$ cat src/rtl/rdseq_pkg.sv
package rdseq_pkg;
  localparam int MAX_BEATS = 8;
  localparam int MAX_WORDS = MAX_BEATS / 2;
  localparam int OFF_W     = $clog2(MAX_WORDS);

  typedef logic [OFF_W-1:0] off_t;

  typedef enum logic [1:0] {
    BL_CODE_RSVD  = 2'd0,
    BL_CODE_TWO   = 2'd1,
    BL_CODE_FOUR  = 2'd2,
    BL_CODE_EIGHT = 2'd3
  } blen_e;

  // word-offset mask of a burst: words per burst minus one
  function automatic off_t span_mask(logic [1:0] code);
    case (blen_e'(code))
      BL_CODE_FOUR:  return off_t'(1);
      BL_CODE_EIGHT: return off_t'(3);
      default:       return '0;
    endcase
  endfunction
endpackage

$ cat src/rtl/rdseq_addr_gen.sv
module rdseq_addr_gen
  import rdseq_pkg::*;
#(
  parameter int COL_W = 9
) (
  input  logic             clk,
  input  logic             rst,
  input  logic             rd_cmd,
  input  logic [COL_W-1:0] rd_col,
  input  logic [1:0]       cfg_bl,
  input  logic             cfg_ilv,
  input  logic             bst,
  output logic             mem_rd_en,
  output logic [COL_W-2:0] mem_addr
);
  localparam int WA_W = COL_W - 1;

  logic            act_q;
  off_t            beat_q;
  off_t            mask_q;
  logic            ilv_q;
  logic [WA_W-1:0] start_q;
  logic [WA_W-1:0] mask_ext;
  logic            unused_col_lsb;

  assign unused_col_lsb = rd_col[0];
  assign mask_ext = {{(WA_W-OFF_W){1'b0}}, mask_q};

  function automatic logic [WA_W-1:0] word_at(logic [WA_W-1:0] s, off_t j,
                                               off_t m, logic il);
    off_t            o;
    logic [WA_W-1:0] me;
    o  = il ? (s[OFF_W-1:0] ^ j) : (s[OFF_W-1:0] + j);
    me = {{(WA_W-OFF_W){1'b0}}, m};
    return (s & ~me) | ({{(WA_W-OFF_W){1'b0}}, o} & me);
  endfunction

  always_ff @(posedge clk) begin
    if (rst) begin
      act_q     <= 1'b0;
      beat_q    <= '0;
      mask_q    <= '0;
      ilv_q     <= 1'b0;
      start_q   <= '0;
      mem_rd_en <= 1'b0;
      mem_addr  <= '0;
    end else if (rd_cmd) begin
      start_q   <= rd_col[COL_W-1:1];
      mask_q    <= span_mask(cfg_bl);
      ilv_q     <= cfg_ilv;
      mem_addr  <= rd_col[COL_W-1:1];
      mem_rd_en <= 1'b1;
      beat_q    <= off_t'(1);
      act_q     <= (span_mask(cfg_bl) != '0);
    end else if (act_q && !bst) begin
      mem_addr  <= word_at(start_q, beat_q, mask_q, ilv_q);
      mem_rd_en <= 1'b1;
      beat_q    <= beat_q + off_t'(1);
      act_q     <= (beat_q != mask_q);
    end else begin
      mem_rd_en <= 1'b0;
      act_q     <= 1'b0;
    end
  end

  AST_STAY_IN_BLOCK: assert property (@(posedge clk) disable iff (rst)
    (mem_rd_en && !$past(rd_cmd)) |->
      ($past(mem_rd_en) && (((mem_addr ^ $past(mem_addr)) & ~mask_ext) == '0)));
endmodule

$ cat src/rtl/rdseq_data_pipe.sv
module rdseq_data_pipe #(
  parameter int DQ_W = 32
) (
  input  logic              clk,
  input  logic              rst,
  input  logic              cfg_cl3,
  input  logic              mem_rd_en,
  input  logic [2*DQ_W-1:0] mem_rdata,
  output logic              lead_v,
  output logic              due_v,
  output logic [DQ_W-1:0]   dq_rise,
  output logic [DQ_W-1:0]   dq_fall,
  output logic              dq_valid
);
  localparam int PW = 2 * DQ_W;

  logic          ret_v_q;
  logic          stg_v_q;
  logic [PW-1:0] stg_d_q;
  logic [PW-1:0] sel_d;

  assign due_v  = cfg_cl3 ? stg_v_q : ret_v_q;
  assign lead_v = cfg_cl3 ? ret_v_q : mem_rd_en;
  assign sel_d  = cfg_cl3 ? stg_d_q : mem_rdata;

  always_ff @(posedge clk) begin
    if (rst) begin
      ret_v_q  <= 1'b0;
      stg_v_q  <= 1'b0;
      stg_d_q  <= '0;
      dq_valid <= 1'b0;
      dq_rise  <= '0;
      dq_fall  <= '0;
    end else begin
      ret_v_q  <= mem_rd_en;
      stg_v_q  <= ret_v_q;
      stg_d_q  <= mem_rdata;
      dq_valid <= due_v;
      dq_rise  <= due_v ? sel_d[DQ_W-1:0]  : '0;
      dq_fall  <= due_v ? sel_d[PW-1:DQ_W] : '0;
    end
  end

  AST_LATENCY_CL2: assert property (@(posedge clk) disable iff (rst)
    (dq_valid && !cfg_cl3) |-> $past(mem_rd_en, 2));
  AST_LATENCY_CL3: assert property (@(posedge clk) disable iff (rst)
    (dq_valid && cfg_cl3) |-> $past(mem_rd_en, 3));
endmodule

$ cat src/rtl/rdseq_strobe_ctl.sv
module rdseq_strobe_ctl #(
  parameter int LANES = 4
) (
  input  logic             clk,
  input  logic             rst,
  input  logic             lead_v,
  input  logic             due_v,
  output logic [LANES-1:0] dqs_oe,
  output logic             dqs_pre
);
  always_ff @(posedge clk) begin
    if (rst) begin
      dqs_oe  <= '0;
      dqs_pre <= 1'b0;
    end else begin
      dqs_oe  <= {LANES{lead_v | due_v}};
      dqs_pre <= lead_v & ~due_v;
    end
  end
endmodule

$ cat src/rtl/rdseq_top.sv
module rdseq_top #(
  parameter int DQ_W  = 32,
  parameter int COL_W = 9
) (
  input  logic                clk,
  input  logic                rst,
  input  logic                rd_cmd,
  input  logic [COL_W-1:0]    rd_col,
  input  logic                cfg_cl3,
  input  logic [1:0]          cfg_bl,
  input  logic                cfg_ilv,
  input  logic                bst,
  output logic                mem_rd_en,
  output logic [COL_W-2:0]    mem_addr,
  input  logic [2*DQ_W-1:0]   mem_rdata,
  output logic [DQ_W-1:0]     dq_rise,
  output logic [DQ_W-1:0]     dq_fall,
  output logic                dq_valid,
  output logic [DQ_W/8-1:0]   dqs_oe,
  output logic                dqs_pre
);
  localparam int LANES = DQ_W / 8;

  logic lead_v;
  logic due_v;

  rdseq_addr_gen #(.COL_W(COL_W)) u_agen (
    .clk(clk), .rst(rst), .rd_cmd(rd_cmd), .rd_col(rd_col),
    .cfg_bl(cfg_bl), .cfg_ilv(cfg_ilv), .bst(bst),
    .mem_rd_en(mem_rd_en), .mem_addr(mem_addr)
  );

  rdseq_data_pipe #(.DQ_W(DQ_W)) u_dpipe (
    .clk(clk), .rst(rst), .cfg_cl3(cfg_cl3), .mem_rd_en(mem_rd_en),
    .mem_rdata(mem_rdata), .lead_v(lead_v), .due_v(due_v),
    .dq_rise(dq_rise), .dq_fall(dq_fall), .dq_valid(dq_valid)
  );

  rdseq_strobe_ctl #(.LANES(LANES)) u_strb (
    .clk(clk), .rst(rst), .lead_v(lead_v), .due_v(due_v),
    .dqs_oe(dqs_oe), .dqs_pre(dqs_pre)
  );

  AST_BST_DRAIN_CL2: assert property (@(posedge clk) disable iff (rst)
    (bst && !rd_cmd && !cfg_cl3) |-> ##3 !dq_valid);
  AST_BST_DRAIN_CL3: assert property (@(posedge clk) disable iff (rst)
    (bst && !rd_cmd && cfg_cl3) |-> ##4 !dq_valid);
  AST_PREAMBLE_LEADS: assert property (@(posedge clk) disable iff (rst)
    $rose(dq_valid) |-> $past(dqs_pre));
  AST_PRE_APART: assert property (@(posedge clk) disable iff (rst)
    $onehot0({dqs_pre, dq_valid}));
  AST_LANES_ON: assert property (@(posedge clk) disable iff (rst)
    dq_valid |-> (dqs_oe == {LANES{1'b1}}));
endmodule

$ cat config.mk
export PLATFORM = sky130hd
export DESIGN_NAME = rdseq_top
export DESIGN_NICKNAME = d
export VERILOG_FILES = /design/src/rtl/rdseq_pkg.sv /design/src/rtl/rdseq_addr_gen.sv /design/src/rtl/rdseq_data_pipe.sv /design/src/rtl/rdseq_strobe_ctl.sv /design/src/rtl/rdseq_top.sv
export SDC_FILE = /design/constraint.sdc
export NUM_CORES = 1
export LEC_CHECK = 0
export ABC_AREA = 1
export CORE_MARGIN = 2
export CORE_UTILIZATION = 40
export DETAILED_ROUTE_END_ITERATION = 8
export DONT_BUFFER_PORTS = 1
export GPL_ROUTABILITY_DRIVEN = 0
export MAX_ROUTING_LAYER = met4
export PLACE_DENSITY_LB_ADDON = 0.05
export SLEW_MARGIN = 20
export SYNTH_ARGS = -nofsm -noshare
export SYNTH_HDL_FRONTEND = slang
export SYNTH_SLANG_ARGS = --single-unit
$ cat constraint.sdc
create_clock -name clk -period 1.85 [get_ports clk]
set_input_delay 0.0925 -clock clk [delete_from_list [all_inputs] [get_ports clk]]
set_output_delay 0.0925 -clock clk [all_outputs]
set_load 0.01 [all_outputs]
==> flow_metrics.tcl, run 1 <==
set metrics [dict create \
    die_area_um2 14000 \
    crit_arrival_ps 2010 \
    grt-ovfl-total 0 \
    finalHoldViolations 0 \
    cts_setup_buffers 0 \
    port_buffers 0 \
    rsz0062_at_grt "no" \
    drive_above_1_share_pct 10.8 \
    drt_wl_total_um 11300 \
    syn2layout_area_growth_pct 31.8 \
    worst-setup-path-type "in2reg" \
    syn_inst 621 \
    combPwrFrac_pct 7.6 \
    intPower_w 0.00571 \
    start_util_pct 41.1 \
    maxCapViolations 0 \
    grt_max_degree 87 \
    diodes 0 \
    drc 0 \
    final_common_cell "nor2_1" \
    slew_headroom_pct 58.7 \
    num-fill-cells 1221 \
    wl_per_cell_um 12.6 \
    grt_pass1_vias 3874 \
    status "completed" \
    layout.cells.most_common_list "nor2_1, dfxtp_1, dlygate4sd3_1" \
    holdBufCountCts 104 \
    vias 3956 \
    crit_path_end_kind "flip-flop" \
    critical_path.startpoint_type "input pin" \
    p_leak_nw 3.05 \
    drt-initial-drc-count 196 \
    worstPathRequired_ps 2150 \
    setup_viol 0 \
    nets 794 \
    worst_slew_pin_slew_ps 618 \
    clock-sinks 156 \
    p_sw_w 0.00161 \
    hold_class "in2reg" \
    cts_root_buf "clkbuf_16" \
    syn-num-nets 703 \
    layout_setup_ws_ps 135 \
    grt_pass1_wl_um 18800 \
    ios 160 \
    max_freq_ghz 0.583 \
    period_share_pct 92.7 \
    rows 41 \
    p_sw_share_pct 22.0 \
    yosys_warnings 0 \
    rrSetupSlack_ps 420 \
    power_w 0.00732 \
    cts_tree "yes" \
    track_usage_pct 17.5 \
    dp_hpwl_um 6370 \
    fin_crit_ps 1720 \
    dieWidth_um 118 \
    yosys.cell_types.count 22 \
    cts_resized 0 \
    maxSlewViolCount 0 \
    place_ws_ps 408 \
    synth-seq-cells 156 \
    path_max_fanout 14 \
    clk_pin_slew_ps 60 \
    power.density_nw_per_um2 1070 \
    numCtsBuffers 17 \
    antenna_found_initial 0 \
    core_um2 12700 \
    clk_latency_ps 410 \
    cts_buffer_depth 2 \
    setup_tns_ps 0 \
    seq_power_share_pct 48.6 \
    syn_area_um2 5210 \
    drt-pass1-iter-count 4 \
    clock_skew_ps 5.15 \
    ir_drop_uv 529 \
    htreeDepth 4 \
    avgSynthCellArea_um2 8.39 \
    antenna_left 0 \
    ys_seq_area_share_pct 59.9 \
    die_h_um 118 \
    power_frac_clock_pct 43.8 \
    via_per_inst 4.42 \
]
[path summary, 6_finish.rpt]
kind,from,end,depth (start not counted)
max,rd_cmd,u_agen.start_q[7]$_SDFFE_PP0P_,5
min,rst,u_dpipe.stg_d_q[17]$_SDFF_PP0_,2
max reg2reg,u_dpipe.ret_v_q$_SDFF_PP0_,u_dpipe.dq_fall[10]$_SDFF_PP0_,5
min reg2reg,u_dpipe.ret_v_q$_SDFF_PP0_,u_dpipe.stg_v_q$_SDFF_PP0_,2
[cell type report]
cell class              instances  area (um^2)  area share, %
well taps                     172          215           3.13
clock inverters                 8         67.6          0.983
flip-flops and latches        156         3120           45.4
clock buffers                  23          478           6.96
repair buffers                108         1110           16.1
multi-input cells             349         1580           23.0
inverters                      80          300           4.37
[synthesized netlist by cell type, drive strengths merged]
library cell	count	area, um^2
nor3b	1	7.51
nand3	5	25.0
dfxtp	156	3120
xor2	2	17.5
clkbuf	7	26.3
nand4	1	6.26
o211ai	1	7.51
nor2	214	908
ha	1	12.5
a21oi	73	365
inv	80	300
o21ai	16	83.8
buf	29	189
nand2	33	124
xnor2	1	8.76
o21a	1	7.51
[cell families (layout without fill, tap and decap cells)]
kind of cell,Yosys count,in the layout,synth area share [%]
fa+ha+maj,1,1,0.240
buf+inv,116,219,9.89
simple gates,254,254,20.5
flops,156,156,59.9
xor+xnor,3,3,0.504
compound gates,91,91,8.91
[per-stage QoR]
step                util, %  hold WS, ps  cells  instance area, um^2
floorplan                 -          217    621                 5210
global placement       41.4          170    761                 5250
detailed placement     41.4          172    761                 5250
CTS                    54.2         47.1    896                 6870
global route           54.2         61.7    896                 6870
finish                 54.2         40.3    896                 6870
[power by group through the flow]
stage               Clock (W)  Sequential (W)  Combinational (W)
global placement            0         0.00363           0.000286
CTS                   0.00329         0.00356           0.000556
finish                0.00321         0.00356           0.000555
global route          0.00345         0.00357           0.000631
floorplan                   0         0.00361           0.000330
detailed placement          0         0.00363           0.000296
[worst max-delay path: stages]
cell	delay [ps]
dlygate4sd3_1	930
inv_2	230
nand2_1	130
a21oi_1	60
dlygate4sd3_1	560
[routing by layer]
metal / GRT usage (%) / routed length, um / vias to the layer above
li1: - / - / 2062
met1: 20.5 / 4960 / 1772
met2: 27.6 / 5420 / 107
met3: 6.27 / 740 / 15
met4: 6.70 / 173 / 0
met5: - / 0 / -
[flip-flops by register name, indices dropped and copies added (netlist names)]
name,cells
u_dpipe.stg_d_q,64
u_agen.mask_q,2
u_agen.act_q,1
u_dpipe.ret_v_q,1
u_agen.mem_rd_en,1
u_dpipe.dq_rise,32
u_strb.dqs_oe,1
u_agen.beat_q,2
u_dpipe.stg_v_q,1
u_agen.ilv_q,1
u_dpipe.dq_valid,1
u_strb.dqs_pre,1
u_agen.start_q,8
u_dpipe.dq_fall,32
u_agen.mem_addr,8
Note: power is estimated with default switching activity, not from simulation.
==> inputs of run 2 (changes only) <==
Settings changed: GPL_TIMING_DRIVEN from default to 0, REMOVE_ABC_BUFFERS from default to 1.
==> run 2 against run 1 <==
Compared with the run above: register-to-register slack improved by 70 ps; combinational power fell by 0.7%; clock-buffer cell count is 1 lower; die area did not move; cell area decreased by 0.31%; via count shrank 0.23%; sequential share of layout area is 0.14 points higher; global-route usage is 0.29 points lower; first-iteration DRC count down 35%; final cell count down 0.45%; power decreased by 0.70%; fmax increased by 3.0%; critical endpoint is now u_agen.mask_q[1]$_SDFFE_PP0P_; largest power group unchanged; highest routed layer unchanged.
==> flow_metrics.tcl, run 2 (synthesis results as in run 1) <==
set metrics [dict create \
    largest_reg_flops 64 \
    path_common_cell "dlygate4sd3_1" \
    drive_above_1_share_pct 10.3 \
    dp_hpwl_um 6200 \
    cts_root_buf "clkbuf_16" \
    grt_max_degree 87 \
    cpPeakStageDelay_ps 930 \
    status "completed" \
    rsz0062_at_grt "no" \
    drt-pass1-iter-count 6 \
    p_leak_nw 3.03 \
    dp_cells 758 \
    via_per_inst 4.42 \
    clk_pin_slew_ps 60 \
    largestRegisters "u_dpipe.stg_d_q: 64 flops, u_dpipe.dq_fall: 32 flops, u_dpipe.dq_rise: 32 flops" \
    rows 41 \
    multi_input_area_um2 1580 \
    core_um2 12700 \
    combPwrFrac_pct 7.6 \
    cts_buffer_depth 2 \
    p_sw_w 0.00161 \
    ios 160 \
    intPower_w 0.00566 \
    maxCapViolations 0 \
    clock_skew_ps 9.96 \
    worstPathRequired_ps 2210 \
    wl_per_cell_um 12.7 \
    clk_latency_ps 410 \
    drt_wl_total_um 11300 \
    seq_power_share_pct 49.0 \
    cts_tree "yes" \
    critical_path.startpoint_type "input pin" \
    antenna_found_initial 0 \
    grt-ovfl-total 0 \
    nets 791 \
    worst-setup-path-type "in2reg" \
    power.density_nw_per_um2 1060 \
    crit_buf_inv 2 \
    finalHoldViolations 0 \
    maxSlewViolCount 0 \
    ir_drop_uv 497 \
    start_util_pct 41.1 \
    grt_pass1_vias 3750 \
    cts_resized 0 \
    fin_cells 892 \
    final_common_cell "nor2_1" \
    num-fill-cells 1203 \
    power_frac_clock_pct 43.5 \
    max_freq_ghz 0.601 \
    regMostFlops "u_dpipe.stg_d_q" \
    path_max_fanout 14 \
    vias 3947 \
    dieWidth_um 118 \
    crit_path_end_kind "flip-flop" \
    place_area_um2 5240 \
    seq_area_um2 3120 \
    place_ws_ps 471 \
    die_area_um2 14000 \
    syn2layout_area_growth_pct 31.4 \
    setup_viol 0 \
    track_usage_pct 17.3 \
    crit_path_cell_trace "dlygate4sd3_1 > nand3_1 > o21ai_0 > dlygate4sd3_1" \
    drt-initial-drc-count 127 \
    port_buffers 0 \
    p_sw_share_pct 22.1 \
    die_h_um 118 \
    period_share_pct 90.0 \
    fin_crit_ps 1660 \
    crit_arrival_ps 2020 \
    drc 0 \
    antenna_left 0 \
    layout_setup_ws_ps 185 \
    slowest_stage "dlygate4sd3_1" \
    layout.cells.most_common_list "nor2_1, dfxtp_1, dlygate4sd3_1" \
    hold_class "in2reg" \
    clock-sinks 156 \
    diodes 0 \
    numCtsBuffers 17 \
    slew_headroom_pct 58.8 \
    crit_family "buffers and inverters" \
    worst_slew_pin_slew_ps 616 \
    stdcell_area_um2 6850 \
    htreeDepth 4 \
    grt_pass1_wl_um 18300 \
]
run 2: changes by cell type in the layout (fill, tap and decap cells not counted):
cell,before,now
buf_12,0,1
buf_4,4,0
clkbuf_8,3,2
clkinv_2,6,5
clkinvlp_4,1,2
run 2: routing by layer:
layer	routed length [um]	up-vias	GRT usage [%]
met2	5480	105	27.7
li1	-	2054	-
met4	111	0	5.95
met5	0	-	-
met1	5050	1777	19.9
met3	707	11	6.47
run 2: final cells by class:
type	instances	area share, %
Sequential cell	156	45.6
Multi-Input combinational cell	349	23.1
Timing Repair Buffer	105	16.0
Clock buffer	22	6.78
Inverter	80	4.38
Tap cell	172	3.14
Clock inverter	8	1.02
run 2: repair_timing:
| action | CTS | global route |
|---|---|---|
| hold buffers | 104 | 0 |
| buffers inserted | 0 | 0 |
| endpoints found under the hold margin | 154 | 0 |
run 2: per-stage QoR:
step	utilization (%)	total power, W	hold WS [ps]	TNS [ps]
floorplan	-	0.00387	162	-21260
finish	54.1	0.00727	49.9	0
CTS	54.1	0.00736	49.0	0
global route	54.1	0.00759	58.7	0
detailed placement	41.4	0.00393	173	0
global placement	41.1	0.00391	172	-79360
run 2: worst paths after layout:
path,startpoint,endpoint,slack (ps),depth (start not counted)
setup / recovery,rd_cmd,u_agen.mask_q[1]$_SDFFE_PP0P_,190,4
hold / removal,rst,u_dpipe.stg_d_q[29]$_SDFF_PP0_,50,2
setup reg to reg,u_dpipe.ret_v_q$_SDFF_PP0_,u_dpipe.dq_rise[8]$_SDFF_PP0_,490,5
hold reg to reg,u_dpipe.ret_v_q$_SDFF_PP0_,u_dpipe.stg_v_q$_SDFF_PP0_,470,2
run 2: power by group through the flow:
| stage | clock network (W) | logic, W | registers (W) |
|---|---|---|---|
| 2_1_floorplan | 0 | 0.000250 | 0.00362 |
| 4_1_cts | 0.00325 | 0.000555 | 0.00356 |
| 5_1_grt | 0.00339 | 0.000626 | 0.00357 |
| 3_3_place_gp | 0 | 0.000283 | 0.00363 |
| 3_5_place_dp | 0 | 0.000292 | 0.00363 |
| 6_report | 0.00316 | 0.000551 | 0.00356 |
==> inputs of run 3 (changes only) <==
Settings changed: PLACE_DENSITY from default to 0.5, PLACE_DENSITY_LB_ADDON 0.05 to default.
==> run 3 against run 2 <==
Compared with the run above: clock skew decreased by 4.3 ps; via count rose by 1.9%; clock-buffer cell count down 1; global-route usage is 0.66 points higher; combinational power is 2% higher; first-iteration DRC count rose by 48%; worst hold slack worse by 19 ps; power is 7.1% higher; clock power increased by 16%; routed wire length rose by 1.9%; largest cell class unchanged; largest power group is now the clock network.
==> flow_metrics.tcl, run 3 (synthesis results as in run 1) <==
set metrics [dict create \
    status "completed" \
    crit_path_end_kind "flip-flop" \
    p_sw_share_pct 21.3 \
    numCtsBuffers 17 \
    grt-ovfl-total 0 \
    wl_per_cell_um 12.9 \
    critical_path.startpoint_type "input pin" \
    crit_arrival_ps 2000 \
    port_buffers 0 \
    grt_pass1_vias 3973 \
    dieWidth_um 118 \
    die_h_um 118 \
    setup_viol 0 \
    syn2layout_area_growth_pct 33.5 \
    worstPathRequired_ps 2200 \
    nets 791 \
    antenna_found_initial 0 \
    combPwrFrac_pct 7.2 \
    ios 160 \
    cts_tree "yes" \
    seq_power_share_pct 45.7 \
    maxSlewViolCount 0 \
    power_frac_clock_pct 47.1 \
    p_sw_w 0.00165 \
    path_max_fanout 14 \
    rows 41 \
    power_w 0.00779 \
    htreeDepth 4 \
    grt_max_degree 87 \
    rsz0062_at_grt "no" \
    maxCapViolations 0 \
    grt_pass1_wl_um 19200 \
    clk_pin_slew_ps 60 \
    largestRegisters "u_dpipe.stg_d_q: 64 flops, u_dpipe.dq_fall: 32 flops, u_dpipe.dq_rise: 32 flops" \
    cts_resized 0 \
    via_per_inst 4.50 \
    holdBufCountCts 104 \
    period_share_pct 89.4 \
    start_util_pct 41.1 \
    setup_tns_ps 0 \
    drc 0 \
    max_freq_ghz 0.604 \
    slew_headroom_pct 57.6 \
    cts_buffer_depth 2 \
    antenna_left 0 \
    drive_above_1_share_pct 10.8 \
    intPower_w 0.00613 \
    largest_reg_flops 64 \
    hold_class "in2reg" \
    regMostFlops "u_dpipe.stg_d_q" \
    worst_slew_pin_slew_ps 633 \
    p_leak_nw 3.09 \
    worst-setup-path-type "in2reg" \
    cts_setup_buffers 0 \
    dp_hpwl_um 6180 \
    finalHoldViolations 0 \
    clock-sinks 156 \
    clock_skew_ps 5.62 \
    diodes 0 \
    clk_latency_ps 410 \
    die_area_um2 14000 \
    cts_root_buf "clkbuf_16" \
    fin_crit_ps 1650 \
    drt-initial-drc-count 188 \
    power.density_nw_per_um2 1120 \
    core_um2 12700 \
    vias 4022 \
    ir_drop_uv 524 \
    layout.cells.most_common_list "nor2_1, dfxtp_1, dlygate4sd3_1" \
    track_usage_pct 17.9 \
    drt-pass1-iter-count 4 \
    final_common_cell "nor2_1" \
    drt_wl_total_um 11600 \
]
-- run 3: cell count changes in the layout (fill, tap and decap cells not counted) --
cell,before,now
clkinvlp_4,2,1
clkbuf_1,3,1
bufinv_16,1,4
clkinv_4,0,2
clkinv_2,5,4
buf_16,2,3
buf_12,1,0
clkbuf_8,2,3
-- run 3: power by group through the flow --
stage          registers (W)  logic (W)  clock network (W)
3_3_place_gp         0.00363   0.000283                  0
4_1_cts              0.00356   0.000557            0.00375
3_5_place_dp         0.00363   0.000295                  0
6_report             0.00356   0.000560            0.00367
2_1_floorplan        0.00362   0.000250                  0
5_1_grt              0.00357   0.000634            0.00392
-- run 3: layout make-up --
type	instances	area [um^2]
Timing Repair Buffer	105	1100
Tap cell	172	215
Clock inverter	11	165
Fill cell	1178	5710
Sequential cell	156	3120
Inverter	80	300
Clock buffer	21	470
Multi-Input combinational cell	349	1580
-- run 3: critical path, cell delays in order --
cell	delay (ps)
dlygate4sd3_1	940
nand2_1	100
dlygate4sd3_1	600
nand2_1	70
o21ai_0	80
nor2_1	120
-- run 3: worst paths after layout --
check	from	to	slack, ps	cells after the start
max	rd_cmd	u_agen.mem_addr[3]$_SDFFE_PP0P_	200	6
max reg2reg	u_agen.mask_q[1]$_SDFFE_PP0P_	u_agen.mask_q[1]$_SDFFE_PP0P_	520	5
min reg2reg	u_agen.start_q[4]$_SDFFE_PP0P_	u_agen.start_q[4]$_SDFFE_PP0P_	470	2
min	rst	u_dpipe.stg_d_q[51]$_SDFF_PP0_	30	2
-- run 3: stage by stage --
| stage | area, um^2 | hold WS (ps) | cells | util [%] | worst slack, ps |
|---|---|---|---|---|---|
| after detailed placement | 5250 | 173 | 758 | 41.4 | 509 |
| after CTS | 6960 | 40.2 | 894 | 54.9 | 250 |
| after global routing | 6960 | 65.5 | 894 | 54.9 | 29.7 |
| after global placement | 5210 | 173 | 757 | 41.1 | -1320 |
| final | 6960 | 30.5 | 894 | 54.9 | 195 |
| after floorplan | 5000 | 162 | 585 | - | -430 |
-- run 3: routing by layer --
layer | up-vias | share of wire, % | track usage (%)
li1 | 2059 | - | -
met5 | - | 0 | -
met4 | 0 | 1.4 | 7.38
met1 | 1833 | 42 | 20.2
met2 | 116 | 49 | 29.3
met3 | 14 | 7.3 | 5.98
